**src/rtl/dma_req_pkg.sv**
```systemverilog
package dma_req_pkg;

  localparam int unsigned BEAT_BYTES = 4;
  localparam int unsigned FLG_N      = 4;
  localparam int unsigned FLG_WDONE  = 0;
  localparam int unsigned FLG_RDONE  = 1;
  localparam int unsigned FLG_MABT   = 2;
  localparam int unsigned FLG_TABT   = 3;

  // encoding is {upper priority bit, lower priority bit}
  typedef enum logic [1:0] {
    PRI_DFLT  = 2'b00,
    PRI_WRITE = 2'b01,
    PRI_READ  = 2'b10,
    PRI_ALT   = 2'b11
  } pri_mode_e;

  typedef struct packed {
    logic full;
    logic empty;
    logic four;
  } fifo_flags_t;

  localparam fifo_flags_t WF_CLEAN = '{full: 1'b0, empty: 1'b1, four: 1'b0};
  localparam fifo_flags_t RF_CLEAN = '{full: 1'b0, empty: 1'b1, four: 1'b1};

endpackage

```
**src/rtl/dma_chan.sv**
```systemverilog
module dma_chan
  import dma_req_pkg::*;
#(
  parameter int unsigned ADDR_W = 32,
  parameter int unsigned CNT_W  = 26
) (
  input  logic              clk,
  input  logic              rst_n,
  input  logic              ld,
  input  logic [ADDR_W-3:0] ld_waddr,
  input  logic [CNT_W-1:0]  ld_cnt,
  input  logic              beat,
  output logic [ADDR_W-1:0] addr,
  output logic [CNT_W-1:0]  cnt,
  output logic              cnt_zero,
  output logic              done_evt
);
  localparam int unsigned        WA_W   = ADDR_W - 2;
  localparam logic [CNT_W-1:0]   BEAT_B = CNT_W'(BEAT_BYTES);

  logic [WA_W-1:0]  wa_q;
  logic [CNT_W-1:0] cnt_q;
  logic             take_beat;

  // bytes left after one beat; a short tail finishes the channel
  function automatic logic [CNT_W-1:0] cnt_after_beat(input logic [CNT_W-1:0] c);
    return (c > BEAT_B) ? c - BEAT_B : '0;
  endfunction

  assign take_beat = beat && !ld && (cnt_q != '0);

  always_ff @(posedge clk) begin
    if (!rst_n) begin
      wa_q  <= '0;
      cnt_q <= '0;
    end else if (ld) begin
      wa_q  <= ld_waddr;
      cnt_q <= ld_cnt;
    end else if (take_beat) begin
      wa_q  <= wa_q + 1'b1;
      cnt_q <= cnt_after_beat(cnt_q);
    end
  end

  assign addr     = {wa_q, 2'b00};
  assign cnt      = cnt_q;
  assign cnt_zero = (cnt_q == '0);
  assign done_evt = take_beat && (cnt_after_beat(cnt_q) == '0);

  // a beat is only reported on a channel that still has bytes
  a_r3_beat_live: assert property (@(posedge clk) disable iff (!rst_n)
    beat |-> !cnt_zero);

  // a beat moves the address one dword on
  a_r3_addr_step: assert property (@(posedge clk) disable iff (!rst_n)
    (beat && !ld) |=> (addr == $past(addr) + ADDR_W'(BEAT_BYTES)));

  // with no load and no beat the channel holds its place
  a_r4_hold: assert property (@(posedge clk) disable iff (!rst_n)
    (!beat && !ld) |=> ($stable(cnt) && $stable(addr)));

  // the finishing beat leaves the count at zero
  a_r8_done_zero: assert property (@(posedge clk) disable iff (!rst_n)
    done_evt |=> cnt_zero);

endmodule

```
**src/rtl/dma_arb.sv**
```systemverilog
module dma_arb
  import dma_req_pkg::*;
#(
  parameter int unsigned LVL_W = 5
) (
  input  logic             clk,
  input  logic             rst_n,
  input  logic             en_wr,
  input  logic             en_rd,
  input  logic             zero_wr,
  input  logic             zero_rd,
  input  logic             thr4_wr,
  input  logic             thr4_rd,
  input  logic [LVL_W-1:0] wwords,
  input  logic [LVL_W-1:0] rspace,
  input  pri_mode_e        mode,
  input  logic             beat,
  output logic             elig_wr,
  output logic             elig_rd,
  output logic             req,
  output logic             sel_wr
);
  localparam logic [LVL_W-1:0] LVL_ONE  = LVL_W'(1);
  localparam logic [LVL_W-1:0] LVL_FOUR = LVL_W'(4);

  logic last_wr;
  logic both;
  logic wr_wins;

  function automatic logic level_ok(input logic [LVL_W-1:0] lvl, input logic need4);
    return lvl >= (need4 ? LVL_FOUR : LVL_ONE);
  endfunction

  assign elig_wr = en_wr && !zero_wr && level_ok(wwords, thr4_wr);
  assign elig_rd = en_rd && !zero_rd && level_ok(rspace, thr4_rd);
  assign both    = elig_wr && elig_rd;

  always_comb begin
    unique case (mode)
      PRI_READ: wr_wins = 1'b0;
      PRI_ALT:  wr_wins = !last_wr;
      default:  wr_wins = 1'b1;
    endcase
  end

  assign req    = elig_wr || elig_rd;
  assign sel_wr = elig_wr && (!elig_rd || wr_wins);

  always_ff @(posedge clk) begin
    if (!rst_n)    last_wr <= 1'b0;
    else if (beat) last_wr <= sel_wr;
  end

  // a granted direction is enabled and has bytes left
  a_r4_req_enabled: assert property (@(posedge clk) disable iff (!rst_n)
    req |-> (sel_wr ? (en_wr && !zero_wr) : (en_rd && !zero_rd)));

  // a four-word write threshold is honoured
  a_r5_wr_thresh: assert property (@(posedge clk) disable iff (!rst_n)
    (req && sel_wr && thr4_wr) |-> (wwords >= LVL_FOUR));

  // a four-word read threshold is honoured
  a_r5_rd_thresh: assert property (@(posedge clk) disable iff (!rst_n)
    (req && !sel_wr && thr4_rd) |-> (rspace >= LVL_FOUR));

  // read-first mode never serves write over an eligible read
  a_r6_read_first: assert property (@(posedge clk) disable iff (!rst_n)
    (mode == PRI_READ && elig_rd) |-> (req && !sel_wr));

  // write-first modes never serve read over an eligible write
  a_r6_write_first: assert property (@(posedge clk) disable iff (!rst_n)
    ((mode == PRI_WRITE || mode == PRI_DFLT) && elig_wr) |-> sel_wr);

  // back-to-back contested beats in alternate mode swap direction
  a_r7_alt_swaps: assert property (@(posedge clk) disable iff (!rst_n)
    (mode == PRI_ALT && both && beat && $past(rst_n && mode == PRI_ALT && both && beat))
      |-> (sel_wr != $past(sel_wr)));

endmodule

```
**src/rtl/dma_stat.sv**
```systemverilog
module dma_stat
  import dma_req_pkg::*;
#(
  parameter int unsigned DEPTH = 16,
  parameter int unsigned LVL_W = 5
) (
  input  logic             clk,
  input  logic             rst_n,
  input  logic [LVL_W-1:0] wwords,
  input  logic [LVL_W-1:0] rspace,
  input  logic             flush_w,
  input  logic             flush_r,
  input  logic [FLG_N-1:0] set_evt,
  input  logic [FLG_N-1:0] clr,
  input  logic             ie_wr,
  input  logic             ie_rd,
  output fifo_flags_t      wf,
  output fifo_flags_t      rf,
  output logic [FLG_N-1:0] flags,
  output logic             irq
);
  localparam logic [LVL_W-1:0] LVL_DEPTH = LVL_W'(DEPTH);
  localparam logic [LVL_W-1:0] LVL_FOUR  = LVL_W'(4);

  fifo_flags_t      wf_q, rf_q;
  logic [FLG_N-1:0] flg_q;

  function automatic fifo_flags_t wr_side(input logic [LVL_W-1:0] words);
    return '{full: (words >= LVL_DEPTH), empty: (words == '0), four: (words >= LVL_FOUR)};
  endfunction

  function automatic fifo_flags_t rd_side(input logic [LVL_W-1:0] space);
    return '{full: (space == '0), empty: (space >= LVL_DEPTH), four: (space >= LVL_FOUR)};
  endfunction

  always_ff @(posedge clk) begin
    if (!rst_n) begin
      wf_q  <= WF_CLEAN;
      rf_q  <= RF_CLEAN;
      flg_q <= '0;
    end else begin
      wf_q  <= flush_w ? WF_CLEAN : wr_side(wwords);
      rf_q  <= flush_r ? RF_CLEAN : rd_side(rspace);
      flg_q <= (flg_q & ~clr) | set_evt;
    end
  end

  assign wf    = wf_q;
  assign rf    = rf_q;
  assign flags = flg_q;
  assign irq   = (flg_q[FLG_WDONE] && ie_wr) || (flg_q[FLG_RDONE] && ie_rd);

  // a set event lands even when the same bit is being cleared
  a_r9_set_wins: assert property (@(posedge clk) disable iff (!rst_n)
    (set_evt != '0) |=> ((flags & $past(set_evt)) == $past(set_evt)));

  // an interrupt always has a completion flag behind it
  a_r10_irq_src: assert property (@(posedge clk) disable iff (!rst_n)
    irq |-> (flags[FLG_WDONE] || flags[FLG_RDONE]));

  // a flush leaves both sides in their clean state
  a_r12_flush_w: assert property (@(posedge clk) disable iff (!rst_n)
    flush_w |=> (wf == WF_CLEAN));

  a_r12_flush_r: assert property (@(posedge clk) disable iff (!rst_n)
    flush_r |=> (rf == RF_CLEAN));

endmodule

```
**src/rtl/dma_req_ctrl.sv**
```systemverilog
module dma_req_ctrl
  import dma_req_pkg::*;
#(
  parameter int unsigned ADDR_W     = 32,
  parameter int unsigned CNT_W      = 26,
  parameter int unsigned FIFO_DEPTH = 16,
  parameter int unsigned LVL_W      = $clog2(FIFO_DEPTH + 1)
) (
  input  logic              clk,
  input  logic              rst_n,
  input  logic              ld_wr,
  input  logic              ld_rd,
  input  logic [ADDR_W-3:0] ld_waddr,
  input  logic [CNT_W-1:0]  ld_cnt,
  input  logic              en_wr,
  input  logic              en_rd,
  input  logic              thr4_wr,
  input  logic              thr4_rd,
  input  logic              pri_wvr,
  input  logic              pri_rvw,
  input  logic [LVL_W-1:0]  wfifo_words,
  input  logic [LVL_W-1:0]  rfifo_space,
  input  logic              beat_ack,
  input  logic              abort_master,
  input  logic              abort_target,
  input  logic [3:0]        flag_clr,
  input  logic              ie_wr,
  input  logic              ie_rd,
  input  logic              flush_wflags,
  input  logic              flush_rflags,
  output logic              bus_req,
  output logic              bus_wr,
  output logic [ADDR_W-1:0] bus_addr,
  output logic [CNT_W-1:0]  wr_count,
  output logic [CNT_W-1:0]  rd_count,
  output logic              wr_cnt_zero,
  output logic              rd_cnt_zero,
  output logic              wf_full,
  output logic              wf_empty,
  output logic              wf_four,
  output logic              rf_full,
  output logic              rf_empty,
  output logic              rf_four,
  output logic [3:0]        done_flags,
  output logic              irq
);
  localparam int unsigned NCH = 2;  // index 0: write channel, 1: read channel

  logic [NCH-1:0]    ld_v, beat_v, zero_v, done_v;
  logic [ADDR_W-1:0] addr_v [NCH];
  logic [CNT_W-1:0]  cnt_v  [NCH];
  logic              elig_wr, elig_rd, req, sel_wr, beat_live;
  pri_mode_e         mode;
  fifo_flags_t       wf, rf;
  logic [FLG_N-1:0]  set_evt;

  assign mode      = pri_mode_e'({pri_wvr, pri_rvw});
  assign beat_live = beat_ack && req;
  assign ld_v      = {ld_rd, ld_wr};
  assign beat_v    = {beat_live && !sel_wr, beat_live && sel_wr};

  for (genvar d = 0; d < NCH; d++) begin : g_chan
    dma_chan #(.ADDR_W(ADDR_W), .CNT_W(CNT_W)) u_chan (
      .clk      (clk),
      .rst_n    (rst_n),
      .ld       (ld_v[d]),
      .ld_waddr (ld_waddr),
      .ld_cnt   (ld_cnt),
      .beat     (beat_v[d]),
      .addr     (addr_v[d]),
      .cnt      (cnt_v[d]),
      .cnt_zero (zero_v[d]),
      .done_evt (done_v[d])
    );
  end

  dma_arb #(.LVL_W(LVL_W)) u_arb (
    .clk     (clk),
    .rst_n   (rst_n),
    .en_wr   (en_wr),
    .en_rd   (en_rd),
    .zero_wr (zero_v[0]),
    .zero_rd (zero_v[1]),
    .thr4_wr (thr4_wr),
    .thr4_rd (thr4_rd),
    .wwords  (wfifo_words),
    .rspace  (rfifo_space),
    .mode    (mode),
    .beat    (beat_live),
    .elig_wr (elig_wr),
    .elig_rd (elig_rd),
    .req     (req),
    .sel_wr  (sel_wr)
  );

  assign set_evt = {abort_target, abort_master, done_v[1], done_v[0]};

  dma_stat #(.DEPTH(FIFO_DEPTH), .LVL_W(LVL_W)) u_stat (
    .clk     (clk),
    .rst_n   (rst_n),
    .wwords  (wfifo_words),
    .rspace  (rfifo_space),
    .flush_w (flush_wflags),
    .flush_r (flush_rflags),
    .set_evt (set_evt),
    .clr     (flag_clr),
    .ie_wr   (ie_wr),
    .ie_rd   (ie_rd),
    .wf      (wf),
    .rf      (rf),
    .flags   (done_flags),
    .irq     (irq)
  );

  assign bus_req     = req;
  assign bus_wr      = req && sel_wr;
  assign bus_addr    = !req ? '0 : (sel_wr ? addr_v[0] : addr_v[1]);
  assign wr_count    = cnt_v[0];
  assign rd_count    = cnt_v[1];
  assign wr_cnt_zero = zero_v[0];
  assign rd_cnt_zero = zero_v[1];
  assign {wf_full, wf_empty, wf_four} = wf;
  assign {rf_full, rf_empty, rf_four} = rf;

  // a finishing beat is reflected in the sticky flag one cycle on
  a_r8_done_flag: assert property (@(posedge clk) disable iff (!rst_n)
    (done_v != '0) |=> ((done_flags[1:0] & $past(done_v)) == $past(done_v)));

  // the address presented on the bus is always dword aligned
  a_r2_aligned: assert property (@(posedge clk) disable iff (!rst_n)
    bus_req |-> (bus_addr[1:0] == 2'b00));

endmodule

```
**config.mk**
```make
export PLATFORM = sky130hd
export DESIGN_NAME = dma_req_ctrl
export DESIGN_NICKNAME = d
export VERILOG_FILES = /design/src/rtl/dma_req_pkg.sv /design/src/rtl/dma_chan.sv /design/src/rtl/dma_arb.sv /design/src/rtl/dma_stat.sv /design/src/rtl/dma_req_ctrl.sv
export SDC_FILE = /design/constraint.sdc
export NUM_CORES = 1
export LEC_CHECK = 0
export BUFFER_PORTS_ARGS = -buffer_cell sky130_fd_sc_hd__buf_2
export CAP_MARGIN = 20
export CORE_MARGIN = 5
export CORE_UTILIZATION = 50
export DETAILED_ROUTE_END_ITERATION = 10
export HOLD_SLACK_MARGIN = 0.15
export MAX_ROUTING_LAYER = met4
export PLACE_DENSITY = 0.8
export SYNTH_ARGS = -nofsm -noshare
export SYNTH_HDL_FRONTEND = slang
export SYNTH_SLANG_ARGS = --single-unit
```
**constraint.sdc**
```tcl
create_clock -name clk -period 2.8 [get_ports clk]
set_input_delay 0.14 -clock clk [delete_from_list [all_inputs] [get_ports clk]]
set_output_delay 0.14 -clock clk [all_outputs]
set_load 0.02 [all_outputs]
```
==> flow_summary.yaml <==
grt:
  grt_pass1_wl_mm: 50.8
  grt_use_total_pct: 35.4
  grt_max_degree: 99
  grt_overflow: 0
  grt_pass1_vias: 9703
  antenna_found_initial: 2
finish:
  final_cells: 1635
  fillers: 1099
  area_delta_synth_final_pct: 48.4
  seqCellArea_mm2: 0.00247
  multi_input_area_mm2: 0.00535
  drive_gt1_share_pct: 30.6
  num-nets-final: 1500
outcome:
  status: "finished with violations"
  violations: "setup timing"
sta:
  grt_setup_unrepaired: "yes"
  finClkSkew_ps: 12.9
  finalSetupViolCount: 31
  period_needed_ps: 2930
  drv_slew: 0
  timing_worst_slew_pin_value_ps: 926
  fin_crit_sh_pct: 104
  fmax_mhz: 342
  hold_viol_final: 0
  setup-tns-final_ps: -2810
  whs_ps: 255
  maxSlewHeadroom_pct: 38.3
  worst_slack_ps: -125
cts:
  clkTransAtPathRegs_ps: 60
  cts_buffer_depth: 2
  cts_num_sinks: 123
  clockRootBuffer: "clkbuf_16"
  clock_latency_ps: 430
  cts.htree.levels: 4
  numCtsBuffers: 17
  cts_tree: "yes"
setup_path:
  crit_required_ps: 2660
  critPathArrivalTime_ps: 2790
  slowest_stage: "or4_4"
  ff2ff_path_depth: 7
  critical_path_class: "reg -> out"
  r2r_end: "u_stat.flags[0]"
  slowest_delay_ps: 530
  r2r_start: "g_chan[0].u_chan.cnt[12]"
  crit_chain: "or4_4 -> nand2b_4 -> buf_8 -> o311a_4 -> o31ai_4 -> inv_2 -> buf_12 -> buf_16 -> nand2_1 -> o21ai_2 -> buf_6"
  critPathBufInv: 5
  cp_top_family: "simple AND/OR/NAND/NOR gates"
  cp-start-kind: "flip-flop"
  crit_path_max_fanout: 9
  r2r_slack_ps: -60
  worst_setup_path_end_kind: "output pin"
yosys:
  synth_ff_type: "dfxtp_1"
  syn_area_mm2: 0.00793
  synth_top_area_share_pct: 31.0
  synth_most_common_cell: "o21ai_0"
  synth_top_area_cell: "dfxtp_1"
  synth-seq-area-share_pct: 31.0
  synth-edff-count: 0
  async_flop_share_pct: 0
  synth_cell_types: 74
  synth_seq_cells: 123
  yosys-top-cells-count: "o21ai_0, nand2_1, dfxtp_1"
  synth_area_leaders: "dfxtp_1, o21ai_0, a21oi_1"
  synth_cells: 1096
  syn_avg_cell_area_um2: 7.24
  ys_warn_count: 0
pwr:
  p_total_mw: 5.96
  power-per-cell-area_mw_per_mm2: 506
  p_leak_nw: 4.77
  peakVddDrop_v: 0.000463
worst_hold_path:
  whs_endpoint: "g_chan[1].u_chan.cnt[0]"
  hp-start: "ld_rd"
  holdPathStages: 3
  min_path_type: "in -> reg"
die:
  start_util_pct: 50.5
  die-area_mm2: 0.0185
  coreArea_mm2: 0.0157
  rows: 46
  die_h_um: 136
  die_x_um: 136
  ios: 186
placed_design:
  portBuffers: 183
  placed_cells: 1507
  globalplace.congestion: 1.01
  hpwl_mm: 20.9
drt:
  wirelength_mm: 33.7
  drt_first_iter_violations: 1386
  avgViaCountPerCell: 6.35
  drc: 0
  drtAntennaViolNets: 0
  via_count: 10400
  detail_route.first_pass.iterations: 7
  wl_per_cell_um: 20.6
run:
  drv_cap: 0
==> timing repair <==
action / 4_1_cts / 5_1_grt
resized for setup: 69 / 59
hold endpoints to repair: 121 / 0
setup endpoints to repair: 37 / 40
buffers inserted: 10 / 4
hold buffers: 75 / 0
pin swaps: 8 / 8
cloned: 4 / 1
==> area by class of cell <==
| class | count | area share (%) |
|---|---|---|
| repair buffers | 372 | 24.8 |
| well taps | 216 | 2.30 |
| diodes | 3 | 0.0638 |
| inverters | 32 | 1.13 |
| clock buffers | 19 | 3.85 |
| multi-input cells | 857 | 45.5 |
| clock inverters | 13 | 1.41 |
| flip-flops and latches | 123 | 21.0 |
==> power by group <==
| group | switching (mW) | internal (mW) |
|---|---|---|
| clock | 0.915 | 1.45 |
| sequential | 0.153 | 1.87 |
| combinational | 0.881 | 0.681 |
| total | 1.95 | 4.01 |
==> sequential cells by signal (all words and copies together) (netlist names) <==
name,count
g_chan.u_chan.wa_q,60
g_chan.u_chan.cnt,52
u_stat.flags,4
u_stat.rf,3
u_stat.wf,3
u_arb.last_wr,1
==> how the worst max path moves through the flow <==
| stage | end | depth (start not counted) | startpoint | slack (ps) |
|---|---|---|---|---|
| detailed placement | u_stat.flags[0] | 7 | g_chan[0].u_chan.cnt[12] | -110 |
| global placement | u_stat.flags[0] | 7 | g_chan[0].u_chan.cnt[12] | -80 |
| finish | bus_addr[13] | 11 | g_chan[0].u_chan.cnt[12] | -130 |
| global route | bus_addr[16] | 13 | g_chan[1].u_chan.cnt[3] | -170 |
| floorplan | u_stat.flags[0] | 9 | g_chan[0].u_chan.cnt[10] | -330 |
| CTS | bus_addr[25] | 11 | g_chan[0].u_chan.cnt[12] | -70 |
==> routing by layer <==
layer | share of wire, % | track usage [%] | vias up | wire length, um
met5 | 0 | - | - | 0
met4 | 5.5 | 17.6 | 0 | 1850
met3 | 11 | 7.62 | 190 | 3670
met2 | 46 | 54.3 | 808 | 15400
met1 | 38 | 44.1 | 4797 | 12800
li1 | - | - | 4588 | -
==> cells in the final DEF (no fill, tap or decap), types with 44 or more instances in the layout <==
cell type	instances
o21ai_0	136
a21oi_1	117
buf_4	97
dlygate4sd3_1	75
nand2_1	104
nor2_1	75
dfxtp_1	118
nand3_1	44
nor3_1	44
buf_2	153
==> cell families after synthesis <==
group	count (synthesis)	synth area share [%]
and+or+nand+nor	422	27.2
AOI/OAI and AO/OA	355	25.9
DFF	123	31.0
buffers and inverters	117	6.61
xor gates and xnor gates	65	7.18
adders and majority gates	10	1.58
muxes	3	0.379
other	1	0.0473
==> worst min-delay path, delay by kind of cell <==
family / cells / cell delay [ps]
buffers and inverters: 1 / 300
AND/OR/NAND/NOR: 1 / 130
AO/OA/AOI/OAI: 1 / 50
==> per-stage QoR <==
| stage | util [%] | setup WS, ps | instance area [um^2] |
|---|---|---|---|
| global placement | 61.7 | -78.6 | 9700 |
| detailed placement | 61.7 | -112 | 9700 |
| floorplan | - | -331 | 8130 |
| CTS | 73.1 | -73.8 | 11500 |
| finish | 74.9 | -125 | 11800 |
| global route | 74.9 | -172 | 11800 |
No activity file was read; power rests on OpenSTA's default activity.
